[config.mk]
export PLATFORM = sky130hd
export DESIGN_NAME = flash_cmd_ctrl
export DESIGN_NICKNAME = d
export VERILOG_FILES = /design/src/rtl/fcmd_pkg.sv /design/src/rtl/fcmd_decoder.sv /design/src/rtl/fcmd_engine.sv /design/src/rtl/fcmd_status.sv /design/src/rtl/flash_cmd_ctrl.sv
export SDC_FILE = /design/constraint.sdc
export NUM_CORES = 1
export LEC_CHECK = 0
export ABC_AREA = 0
export BUFFER_PORTS_ARGS = -buffer_cell sky130_fd_sc_hd__buf_4
export CAP_MARGIN = 20
export CORE_MARGIN = 4
export CORE_UTILIZATION = 51
export CTS_BUF_LIST = sky130_fd_sc_hd__clkbuf_4 sky130_fd_sc_hd__clkbuf_8
export CTS_CLUSTER_SIZE = 30
export DETAILED_ROUTE_END_ITERATION = 8
export PLACE_DENSITY = 0.93
export SKIP_LAST_GASP = 1
export SYNTH_ARGS = -nofsm -noshare
export SYNTH_HDL_FRONTEND = slang
export SYNTH_SLANG_ARGS = --single-unit
export TNS_END_PERCENT = 10
[constraint.sdc]
create_clock -name clk -period 2.2 [get_ports clk]
set_input_delay 0.55 -clock clk [delete_from_list [all_inputs] [get_ports clk]]
set_output_delay 0.55 -clock clk [all_outputs]
set_load 0.02 [all_outputs]
[src/rtl/fcmd_pkg.sv]
package fcmd_pkg;

    localparam logic [7:0] OP_PROG     = 8'h40;
    localparam logic [7:0] OP_PROG_ALT = 8'h10;
    localparam logic [7:0] OP_WIPE     = 8'h30;
    localparam logic [7:0] OP_CONFIRM  = 8'hD0;
    localparam logic [7:0] OP_CLEAR    = 8'h50;
    localparam logic [7:0] OP_RD_STAT  = 8'h70;
    localparam logic [7:0] OP_RD_ARRAY = 8'hFF;

    typedef enum logic [1:0] {
        SEQ_IDLE = 2'd0,
        SEQ_PROG = 2'd1,
        SEQ_WIPE = 2'd2
    } seq_e;

    // Error request, one field per sticky status bit.
    typedef struct packed {
        logic b5_erase;
        logic b4_prog;
        logic b3_vpp;
        logic b1_lock;
    } err_t;

endpackage

[src/rtl/fcmd_decoder.sv]
module fcmd_decoder
    import fcmd_pkg::*;
#(
    parameter int ADDR_W = 12,
    parameter int NBLK   = 4
) (
    input  logic              clk,
    input  logic              rst_n,
    input  logic              wr_en,
    input  logic [ADDR_W-1:0] wr_addr,
    input  logic [7:0]        wr_data,
    input  logic              busy,
    input  logic              vpp_low,
    input  logic              wp_n,
    input  logic [NBLK-1:0]   blk_lock,
    output logic              launch,
    output logic              launch_prog,
    output err_t              err_set,
    output logic              clr_req,
    output logic              status_mode,
    output logic              pgm_go,
    output logic [ADDR_W-1:0] pgm_addr,
    output logic [7:0]        pgm_data,
    output logic              erase_go,
    output logic [NBLK-1:0]   erase_mask
);

    localparam int BLK_W = (NBLK > 1) ? $clog2(NBLK) : 1;

    typedef struct packed {
        seq_e              seq;
        logic              smode;
        logic              pgo;
        logic [ADDR_W-1:0] paddr;
        logic [7:0]        pdata;
        logic              ego;
        logic [NBLK-1:0]   emask;
    } dec_t;

    dec_t q, d;
    logic [BLK_W-1:0] blk_idx;
    logic             blk_locked;

    always_comb begin
        blk_idx    = wr_addr[ADDR_W-1 -: BLK_W];
        blk_locked = blk_lock[blk_idx];
    end

    always_comb begin
        d           = q;
        d.pgo       = 1'b0;
        d.ego       = 1'b0;
        launch      = 1'b0;
        launch_prog = 1'b0;
        err_set     = '0;
        clr_req     = 1'b0;
        if (wr_en) begin
            unique case (q.seq)
                SEQ_IDLE: begin
                    unique case (wr_data)
                        OP_PROG, OP_PROG_ALT: begin
                            if (!busy) begin
                                d.seq   = SEQ_PROG;
                                d.smode = 1'b1;
                            end
                        end
                        OP_WIPE: begin
                            if (!busy) begin
                                d.seq   = SEQ_WIPE;
                                d.smode = 1'b1;
                            end
                        end
                        OP_CLEAR:    clr_req = 1'b1;
                        OP_RD_STAT:  d.smode = 1'b1;
                        OP_RD_ARRAY: d.smode = 1'b0;
                        default: ;
                    endcase
                end
                SEQ_PROG: begin
                    d.seq = SEQ_IDLE;
                    if (vpp_low) begin
                        err_set.b5_erase = 1'b1;
                        err_set.b4_prog  = 1'b1;
                    end else if (blk_locked && !wp_n) begin
                        err_set.b4_prog  = 1'b1;
                        err_set.b1_lock  = 1'b1;
                    end else begin
                        launch      = 1'b1;
                        launch_prog = 1'b1;
                        d.pgo       = 1'b1;
                        d.paddr     = wr_addr;
                        d.pdata     = wr_data;
                    end
                end
                SEQ_WIPE: begin
                    d.seq = SEQ_IDLE;
                    if (wr_data != OP_CONFIRM) begin
                        err_set.b5_erase = 1'b1;
                        err_set.b4_prog  = 1'b1;
                    end else if (vpp_low) begin
                        err_set.b5_erase = 1'b1;
                        err_set.b3_vpp   = 1'b1;
                    end else begin
                        launch  = 1'b1;
                        d.ego   = 1'b1;
                        d.emask = wp_n ? {NBLK{1'b1}} : ~blk_lock;
                    end
                end
                default: d.seq = SEQ_IDLE;
            endcase
        end
    end

    always_ff @(posedge clk or negedge rst_n) begin
        if (!rst_n) begin
            q <= '{seq: SEQ_IDLE, smode: 1'b0, pgo: 1'b0, paddr: '0,
                   pdata: '0, ego: 1'b0, emask: '0};
        end else begin
            q <= d;
        end
    end

    assign status_mode = q.smode;
    assign pgm_go      = q.pgo;
    assign pgm_addr    = q.paddr;
    assign pgm_data    = q.pdata;
    assign erase_go    = q.ego;
    assign erase_mask  = q.emask;

    // the engine never receives a launch while it is busy
    a_r12_no_launch_busy: assert property (@(posedge clk) disable iff (!rst_n)
        busy |-> !launch);

    // program launch is a single-cycle pulse
    a_r2_pgm_pulse: assert property (@(posedge clk) disable iff (!rst_n)
        pgm_go |=> !pgm_go);

    // erase launch is a single-cycle pulse
    a_r3_erase_pulse: assert property (@(posedge clk) disable iff (!rst_n)
        erase_go |=> !erase_go);

endmodule

[src/rtl/fcmd_engine.sv]
module fcmd_engine #(
    parameter int BUSY_CYC = 6
) (
    input  logic       clk,
    input  logic       rst_n,
    input  logic       launch,
    input  logic       launch_prog,
    input  logic [7:0] prog_data,
    input  logic [7:0] fault_mask,
    output logic       busy,
    output logic       fail_set
);

    localparam int CNT_W = $clog2(BUSY_CYC + 1);
    localparam logic [CNT_W-1:0] CNT_LOAD = CNT_W'(BUSY_CYC);

    typedef struct packed {
        logic [CNT_W-1:0] cnt;
        logic             fail;
    } eng_t;

    eng_t q, d;

    always_comb begin
        d = q;
        if (launch) begin
            d.cnt  = CNT_LOAD;
            // a marked cell only fails when it must go from 1 to 0
            d.fail = launch_prog && (|(fault_mask & ~prog_data));
        end else if (q.cnt != '0) begin
            d.cnt = q.cnt - 1'b1;
            if (q.cnt == CNT_W'(1)) d.fail = 1'b0;
        end
        busy     = (q.cnt != '0);
        fail_set = (q.cnt == CNT_W'(1)) && q.fail;
    end

    always_ff @(posedge clk or negedge rst_n) begin
        if (!rst_n) q <= '0;
        else        q <= d;
    end

    // an accepted operation makes the engine busy on the next cycle
    a_r8_busy_after_launch: assert property (@(posedge clk) disable iff (!rst_n)
        launch |=> busy);

    // the countdown never exceeds its load value
    a_r8_cnt_range: assert property (@(posedge clk) disable iff (!rst_n)
        q.cnt <= CNT_LOAD);

endmodule

[src/rtl/fcmd_status.sv]
module fcmd_status
    import fcmd_pkg::*;
(
    input  logic       clk,
    input  logic       rst_n,
    input  err_t       err_set,
    input  logic       fail_set,
    input  logic       clr_req,
    input  logic       busy,
    output logic [7:0] status
);

    err_t q, d;

    always_comb begin
        d = q;
        if (clr_req) d = '0;
        d.b5_erase = d.b5_erase | err_set.b5_erase;
        d.b4_prog  = d.b4_prog  | err_set.b4_prog | fail_set;
        d.b3_vpp   = d.b3_vpp   | err_set.b3_vpp;
        d.b1_lock  = d.b1_lock  | err_set.b1_lock;
        status = {~busy, 1'b0, q.b5_erase, q.b4_prog, q.b3_vpp, 1'b0, q.b1_lock, 1'b0};
    end

    always_ff @(posedge clk or negedge rst_n) begin
        if (!rst_n) q <= '0;
        else        q <= d;
    end

    // error bits stay set until a clear command
    a_r10_sticky_b4: assert property (@(posedge clk) disable iff (!rst_n)
        (q.b4_prog && !clr_req) |=> q.b4_prog);
    a_r10_sticky_b5: assert property (@(posedge clk) disable iff (!rst_n)
        (q.b5_erase && !clr_req) |=> q.b5_erase);

endmodule

[src/rtl/flash_cmd_ctrl.sv]
module flash_cmd_ctrl
    import fcmd_pkg::*;
#(
    parameter int ADDR_W   = 12,
    parameter int NBLK     = 4,
    parameter int BUSY_CYC = 6
) (
    input  logic              clk,
    input  logic              rst_n,
    input  logic              wr_en,
    input  logic [ADDR_W-1:0] wr_addr,
    input  logic [7:0]        wr_data,
    input  logic              vpp_low,
    input  logic              wp_n,
    input  logic [NBLK-1:0]   blk_lock,
    input  logic [7:0]        fault_mask,
    input  logic [7:0]        arr_rdata,
    output logic [7:0]        rd_data,
    output logic              status_mode,
    output logic              pgm_go,
    output logic [ADDR_W-1:0] pgm_addr,
    output logic [7:0]        pgm_data,
    output logic              erase_go,
    output logic [NBLK-1:0]   erase_mask
);

    logic       launch, launch_prog, clr_req, busy, fail_set;
    err_t       err_set;
    logic [7:0] status;

    fcmd_decoder #(.ADDR_W(ADDR_W), .NBLK(NBLK)) u_dec (
        .clk(clk), .rst_n(rst_n),
        .wr_en(wr_en), .wr_addr(wr_addr), .wr_data(wr_data),
        .busy(busy), .vpp_low(vpp_low), .wp_n(wp_n), .blk_lock(blk_lock),
        .launch(launch), .launch_prog(launch_prog), .err_set(err_set),
        .clr_req(clr_req), .status_mode(status_mode),
        .pgm_go(pgm_go), .pgm_addr(pgm_addr), .pgm_data(pgm_data),
        .erase_go(erase_go), .erase_mask(erase_mask)
    );

    fcmd_engine #(.BUSY_CYC(BUSY_CYC)) u_eng (
        .clk(clk), .rst_n(rst_n),
        .launch(launch), .launch_prog(launch_prog),
        .prog_data(wr_data), .fault_mask(fault_mask),
        .busy(busy), .fail_set(fail_set)
    );

    fcmd_status u_stat (
        .clk(clk), .rst_n(rst_n),
        .err_set(err_set), .fail_set(fail_set), .clr_req(clr_req),
        .busy(busy), .status(status)
    );

    assign rd_data = status_mode ? status : arr_rdata;

    // reserved status bits are always zero
    a_r8_reserved_zero: assert property (@(posedge clk) disable iff (!rst_n)
        (status[6] == 1'b0) && (status[2] == 1'b0) && (status[0] == 1'b0));

endmodule

Word-level counts from Yosys, hierarchy flattened
Index checks and enable logic that the tools add are counted.
- output and inout bits: 35
- word-level logic and storage cells: 100
- register bits after elaboration: 37
- input bits: 45
- bitwise gates (word level): 12
- reductions and logical operators: 16
- equal/unequal tests: 15
- muxes and demuxes: 42
- add/subtract/negate cells: 1
- order comparisons: 1
- operator list (cell ; count):
    21-bit 2-to-1 mux ; 3
    26-bit 2-to-1 mux ; 1
    8-bit by 7-bit equality test with 1-bit output, second input constant ; 3
    1-bit 2-to-1 mux ; 21
    4-bit 2-to-1 mux ; 5
    5-bit 2-to-1 mux ; 3
    4-bit AND reduction ; 3
    3-bit != test, second input constant ; 3
    8-bit bitwise AND ; 1
    8-bit by 5-bit equality test with 1-bit output, second input constant ; 1
    8-bit by 6-bit equality test with 1-bit output, second input constant ; 1
    8-bit equality test, second input constant ; 1
    8-bit 2-to-1 mux ; 1
    8-bit != test, second input constant ; 1
    8-bit NOT ; 1
    2-bit one-hot mux with 2 select lines ; 2
    8-bit OR reduction ; 1
    3-bit 2-to-1 mux ; 2
    1-bit OR ; 5
    5-bit AND reduction ; 1
    2-bit != test, second input constant ; 2
    1-bit NOT ; 4
    4-bit NOT ; 1
    1-bit one-hot mux with 4 select lines ; 1
    16 further kinds ; 19

Longest topological paths before layout
- depth in word-level cells: 9
- depth in mapped cells: 7
- gate-level depth less buffers: 6

Cells and area by module
A second synthesis with hierarchy kept.
- cells, all modules: 199
- area, all modules: 2179.6 um^2
- by module, submodules not included (module ; area each (um^2) ; instances ; cells an instance ; sequential area each (um^2)):
    fcmd_decoder ; 1580.3 ; 1 ; 140 ; 725.7
    fcmd_engine ; 299.0 ; 1 ; 36 ; 100.1
    fcmd_status ; 168.9 ; 1 ; 14 ; 100.1
    flash_cmd_ctrl ; 131.4 ; 1 ; 9 ; 0.0

Worst setup path before layout
Ideal clock, no wire load.
- path type: input-to-reg
- start: input port wr_data[3]
- end: register u_dec.q, in the netlist u_dec.erase_mask[0]
- path slack: 0.408 ns
- library setup time: 0.125 ns
- data arrival time: 1.667 ns
- path buffers: 1
- data required time: 2.075 ns
- cell stages on the path: 5
- cell sequence: nor4_4 nand4_2 or2_1 buf_6 mux2_4
- cells in the longest elaborated chain, start to end: 3
- RTL lines (element ; RTL line ; source):
    from (decl) ; flash_cmd_ctrl.sv:12 ; input logic [7:0] wr_data,
    8-bit != test ; fcmd_decoder.sv:97 ; if (wr_data != OP_CONFIRM) begin
    1-bit NOT (no line) ; -- ;
    4-bit AND reduction (no line) ; -- ;
    to (signal assigned) ; fcmd_decoder.sv:116 ; q <= '{seq: SEQ_IDLE, smode: 1'b0, pgo: 1'b0, paddr: '0,
    to (decl) ; fcmd_decoder.sv:40 ; dec_t q, d;
Every way passes these cells.
A chain may end at the register's enable or synchronous reset.

Worst setup path after layout
- start: register u_eng.q[1] (netlist name)
- end: output port rd_data[7]
- cells in the longest elaborated chain, start to end: 3
- RTL lines (element ; RTL line ; source):
    from (decl) ; fcmd_engine.sv:22 ; eng_t q, d;
    3-bit nonzero test ; fcmd_engine.sv:34 ; busy = (q.cnt != '0);
    1-bit NOT ; fcmd_status.sv:22 ; status = {~busy, 1'b0, q.b5_erase, q.b4_prog, q.b3_vpp, 1'b0, q.b1_lock, 1'b0};
    8-bit 2-to-1 mux ; flash_cmd_ctrl.sv:54 ; assign rd_data = status_mode ? status : arr_rdata;
    to (decl) ; flash_cmd_ctrl.sv:18 ; output logic [7:0] rd_data,
Every way passes these cells.

==> key figures <==
Floorplan
  • Die W: 72.2 um
  • Starting density of the core: 52.6%
  • Core region area: 4000 um2
  • Row Count: 23
  • Full die area: 5220 um2
  • Ports: 80
  • Die height: 72.2 um

Timing
  • RSZ-0062 raised after global routing: false
  • Tmin final: 2.05 ns
  • Final setup viols: 0
  • Worst slew margin: 61.7%
  • Final Slew Violations: 0
  • Final period utilization: 93.0%
  • Final hold violations: 0
  • Fmax: 489 MHz
  • Hold Worst Slack: 0.215 ns
  • Worst-Margin Slew: 0.573 ns
  • Layout Skew: 0.00590 ns
  • Setup_tns: 0 ns

Clock network
  • Num CTS Buffers: 5
  • CTS tree: built
  • CTS sink cnt: 37
  • Resize count post-CTS: 1
  • Post-CTS setup repair buffer count: 0
  • H-tree levels: 2
  • Hold_buf cts: 0
  • CTS clk-pin slew, worst paths: 0.07 ns
  • CTS max path bufs: 2
  • Clock Latency Late Sink: 0.29 ns
  • Root Driver: clkbuf_8

Logic synthesis
  • XOR/XNOR Fraction of Synth Area: 0.833%
  • Synthesized instance count: 190
  • Post-synthesis adder-cell area fraction: 3.57%
  • Register area share after synthesis: 44.0%
  • Post-synth EDFFs: 0
  • Largest family of logic cells by synthesized area: multiplexers
  • Avg Cell Area, Syn: 11.1 um2
  • Most numerous cell in the Yosys netlist: dfrtp_1
  • Simple-Gate Fraction of Synth Area: 14.0%
  • Yosys top cell area share: 44.0%
  • Compound-gate portion of the synthesized area: 8.21%
  • Most used DFF post-synth: dfrtp_1
  • Post-synth ARST share: 100%
  • Synth area leaders: dfrtp_1 44%, mux2_2 13%, buf_4 8.6%
  • Syn. warnings: 0
  • Mux share of post-synthesis cell area: 17.2%
  • Synth top cells by count: 37 x dfrtp_1, 25 x mux2_2, 24 x buf_4
  • Synth unique cells: 41
  • Yosys reg bits: 37
  • Leading area contributor after synthesis: dfrtp_1
  • Syn nets: 241
  • Mapped Area: 2100 um2

Finish
  • Filler instances: 309
  • Layout cells sized above 1: 50.4%
  • ANT cells: 0
  • Fin util: 66.9%
  • Area growth syn-to-layout: 27.2%
  • Post-layout nets: 300

Global route
  • Global-route wire length before repair: 7.26 mm
  • Number of global-route vias before repair: 1617
  • Total Routing Usage GR: 17.8%
  • Antenna violations before repair: 0
  • Largest net degree at the start of global routing: 38
  • Grt ovf: 0

Placed design
  • HPWL Detailed: 3.56 mm
  • I/O Buffers: 79
  • RD Place Congestion: 0.839

Setup path
  • WS Path Type: flip-flop to primary output
  • CP Capture Type: primary output
  • Max incr delay on CP: 0.35 ns
  • Startpoint types: flip-flop
  • WP data required: 1.65 ns
  • WP data arrival: 1.50 ns
  • Critical Path Fanout Max: 3
  • Critical path cell sequence: inv_1 > ha_1 > nor2b_1 > mux2_2 > buf_4
  • Critical path's slowest cell: dfrtp_1

Drt
  • Detailed-route vias per instance: 5.25
  • Final WL: 4.55 mm
  • Iteration count of the initial detailed-routing pass: 4
  • Routed len/inst: 15.2 um
  • Initial drt markers: 103
  • # DRC: 0
  • Via Count: 1576
  • Antenna Violating Nets Remaining: 0

Hold path
  • Hold Path Class: input pin to async pin

Run status
  • Status: finished clean

Pwr
  • Max VDD drop: 863 uV
  • Leak pwr: 1.33 nW
  • Pwr Density: 1100 nW/um2

Run
  • Max Cap Viol: 0
[through the flow]
step | setup slack, ns | cell area [um2] | std cells | power (mW)
finish | 0.154 | 2680 | 300 | 2.94
global route | 0.0657 | 2680 | 300 | 3.14
CTS | 0.130 | 2680 | 300 | 2.98
detailed placement | -0.245 | 2570 | 292 | 2.46
global placement | -0.146 | 2570 | 292 | 2.40
floorplan | 0.408 | 2100 | 190 | 2.13
[critical path, delay by kind of cell, from the launching register on]
family	cells	cell delay [ns]
buffers and inverters	2	0.23
DFF	1	0.35
muxes	1	0.26
and+or+nand+nor	1	0.15
adders and majority gates	1	0.22
[layout by cell type, fill, tap and decap left out, types with 2 or more instances in the layout]
master | synthesis | layout
dfrtp_1 | 37 | 37
mux2_4 | 4 | 4
a311o_1 | 2 | 2
o21ai_0 | 6 | 6
mux2i_1 | 2 | 2
buf_4 | 24 | 82
nand4_1 | 2 | 2
o221ai_1 | 2 | 2
nand2_1 | 7 | 7
and3b_1 | 2 | 2
and2_1 | 2 | 2
mux2_2 | 25 | 25
nor2b_1 | 7 | 7
a21oi_1 | 2 | 2
xnor2_1 | 2 | 2
or2_2 | 2 | 2
a211o_1 | 2 | 2
nand3_1 | 4 | 4
inv_1 | 11 | 11
clkbuf_8 | 0 | 7
ha_1 | 6 | 6
nor2_1 | 9 | 8
nand2b_1 | 7 | 7
a22oi_1 | 2 | 2
[per-layer routing]
layer	track usage (%)	vias to the layer above	share of wire [%]
met1	21.5	753	41
met2	29.5	63	49
met3	6.93	8	9.3
met4	5.43	0	1.3
met5	0	-	0
li1	-	752	-
[kinds of logic after synthesis]
| family | after synthesis |
|---|---|
| AO/OA/AOI/OAI | 24 |
| AND/OR/NAND/NOR | 49 |
| multiplexers | 31 |
| adder cells (fa/ha/maj) | 6 |
| buffers and inverters | 41 |
| XOR/XNOR | 2 |
| flip-flops | 37 |
[state kept, by name, summed over array words and instances (netlist names)]
register and flops:
u_dec.erase_go 1, u_dec.erase_mask 4, u_dec.pgm_addr 12, u_dec.pgm_data 8, u_dec.pgm_go 1, u_dec.q 2
u_dec.status_mode 1, u_eng.q 4, u_stat.status 4
[final cells by class]
type,instances,area [um2],share of cell area (%)
clock buffers,7,96.3,3.60
clock inverters,1,5.00,0.187
inverters,11,41.3,1.54
multi-input cells,112,930,34.7
flip-flops and latches,37,926,34.6
well taps,50,62.6,2.34
repair buffers,82,616,23.0
[worst paths after layout]
| kind | from | end | slack, ns | cells past startpoint |
|---|---|---|---|---|
| worst max-delay path | u_eng.q[1]$_DFFE_PN0P_ | rd_data[7] | 0.15 | 5 |
| worst min-delay path | rst_n | u_dec.erase_mask[3]$_DFFE_PN0P_ | 0.22 | 1 |
| worst max register to register | u_dec.q[28]$_DFFE_PN0P_ | u_dec.pgm_data[4]$_DFFE_PN0P_ | 0.25 | 5 |
| worst min register to register | u_eng.q[2]$_DFFE_PN0P_ | u_eng.q[2]$_DFFE_PN0P_ | 0.50 | 1 |
| max in group asynchronous | rst_n | u_dec.pgm_data[6]$_DFFE_PN0P_ | 1.66 | 1 |
| min in group clk | wr_addr[6] | u_dec.pgm_addr[6]$_DFFE_PN0P_ | 0.49 | 2 |
[power breakdown]
part / total (mW) / leakage [nW] / internal (mW) / switching, mW
combinational: 1.34 / 0.817 / 0.668 / 0.668
sequential: 1.10 / 0.460 / 0.938 / 0.157
clock: 0.512 / 0.0542 / 0.283 / 0.229
total: 2.94 / 1.33 / 1.89 / 1.05
Power figures use the tool's default switching activity.
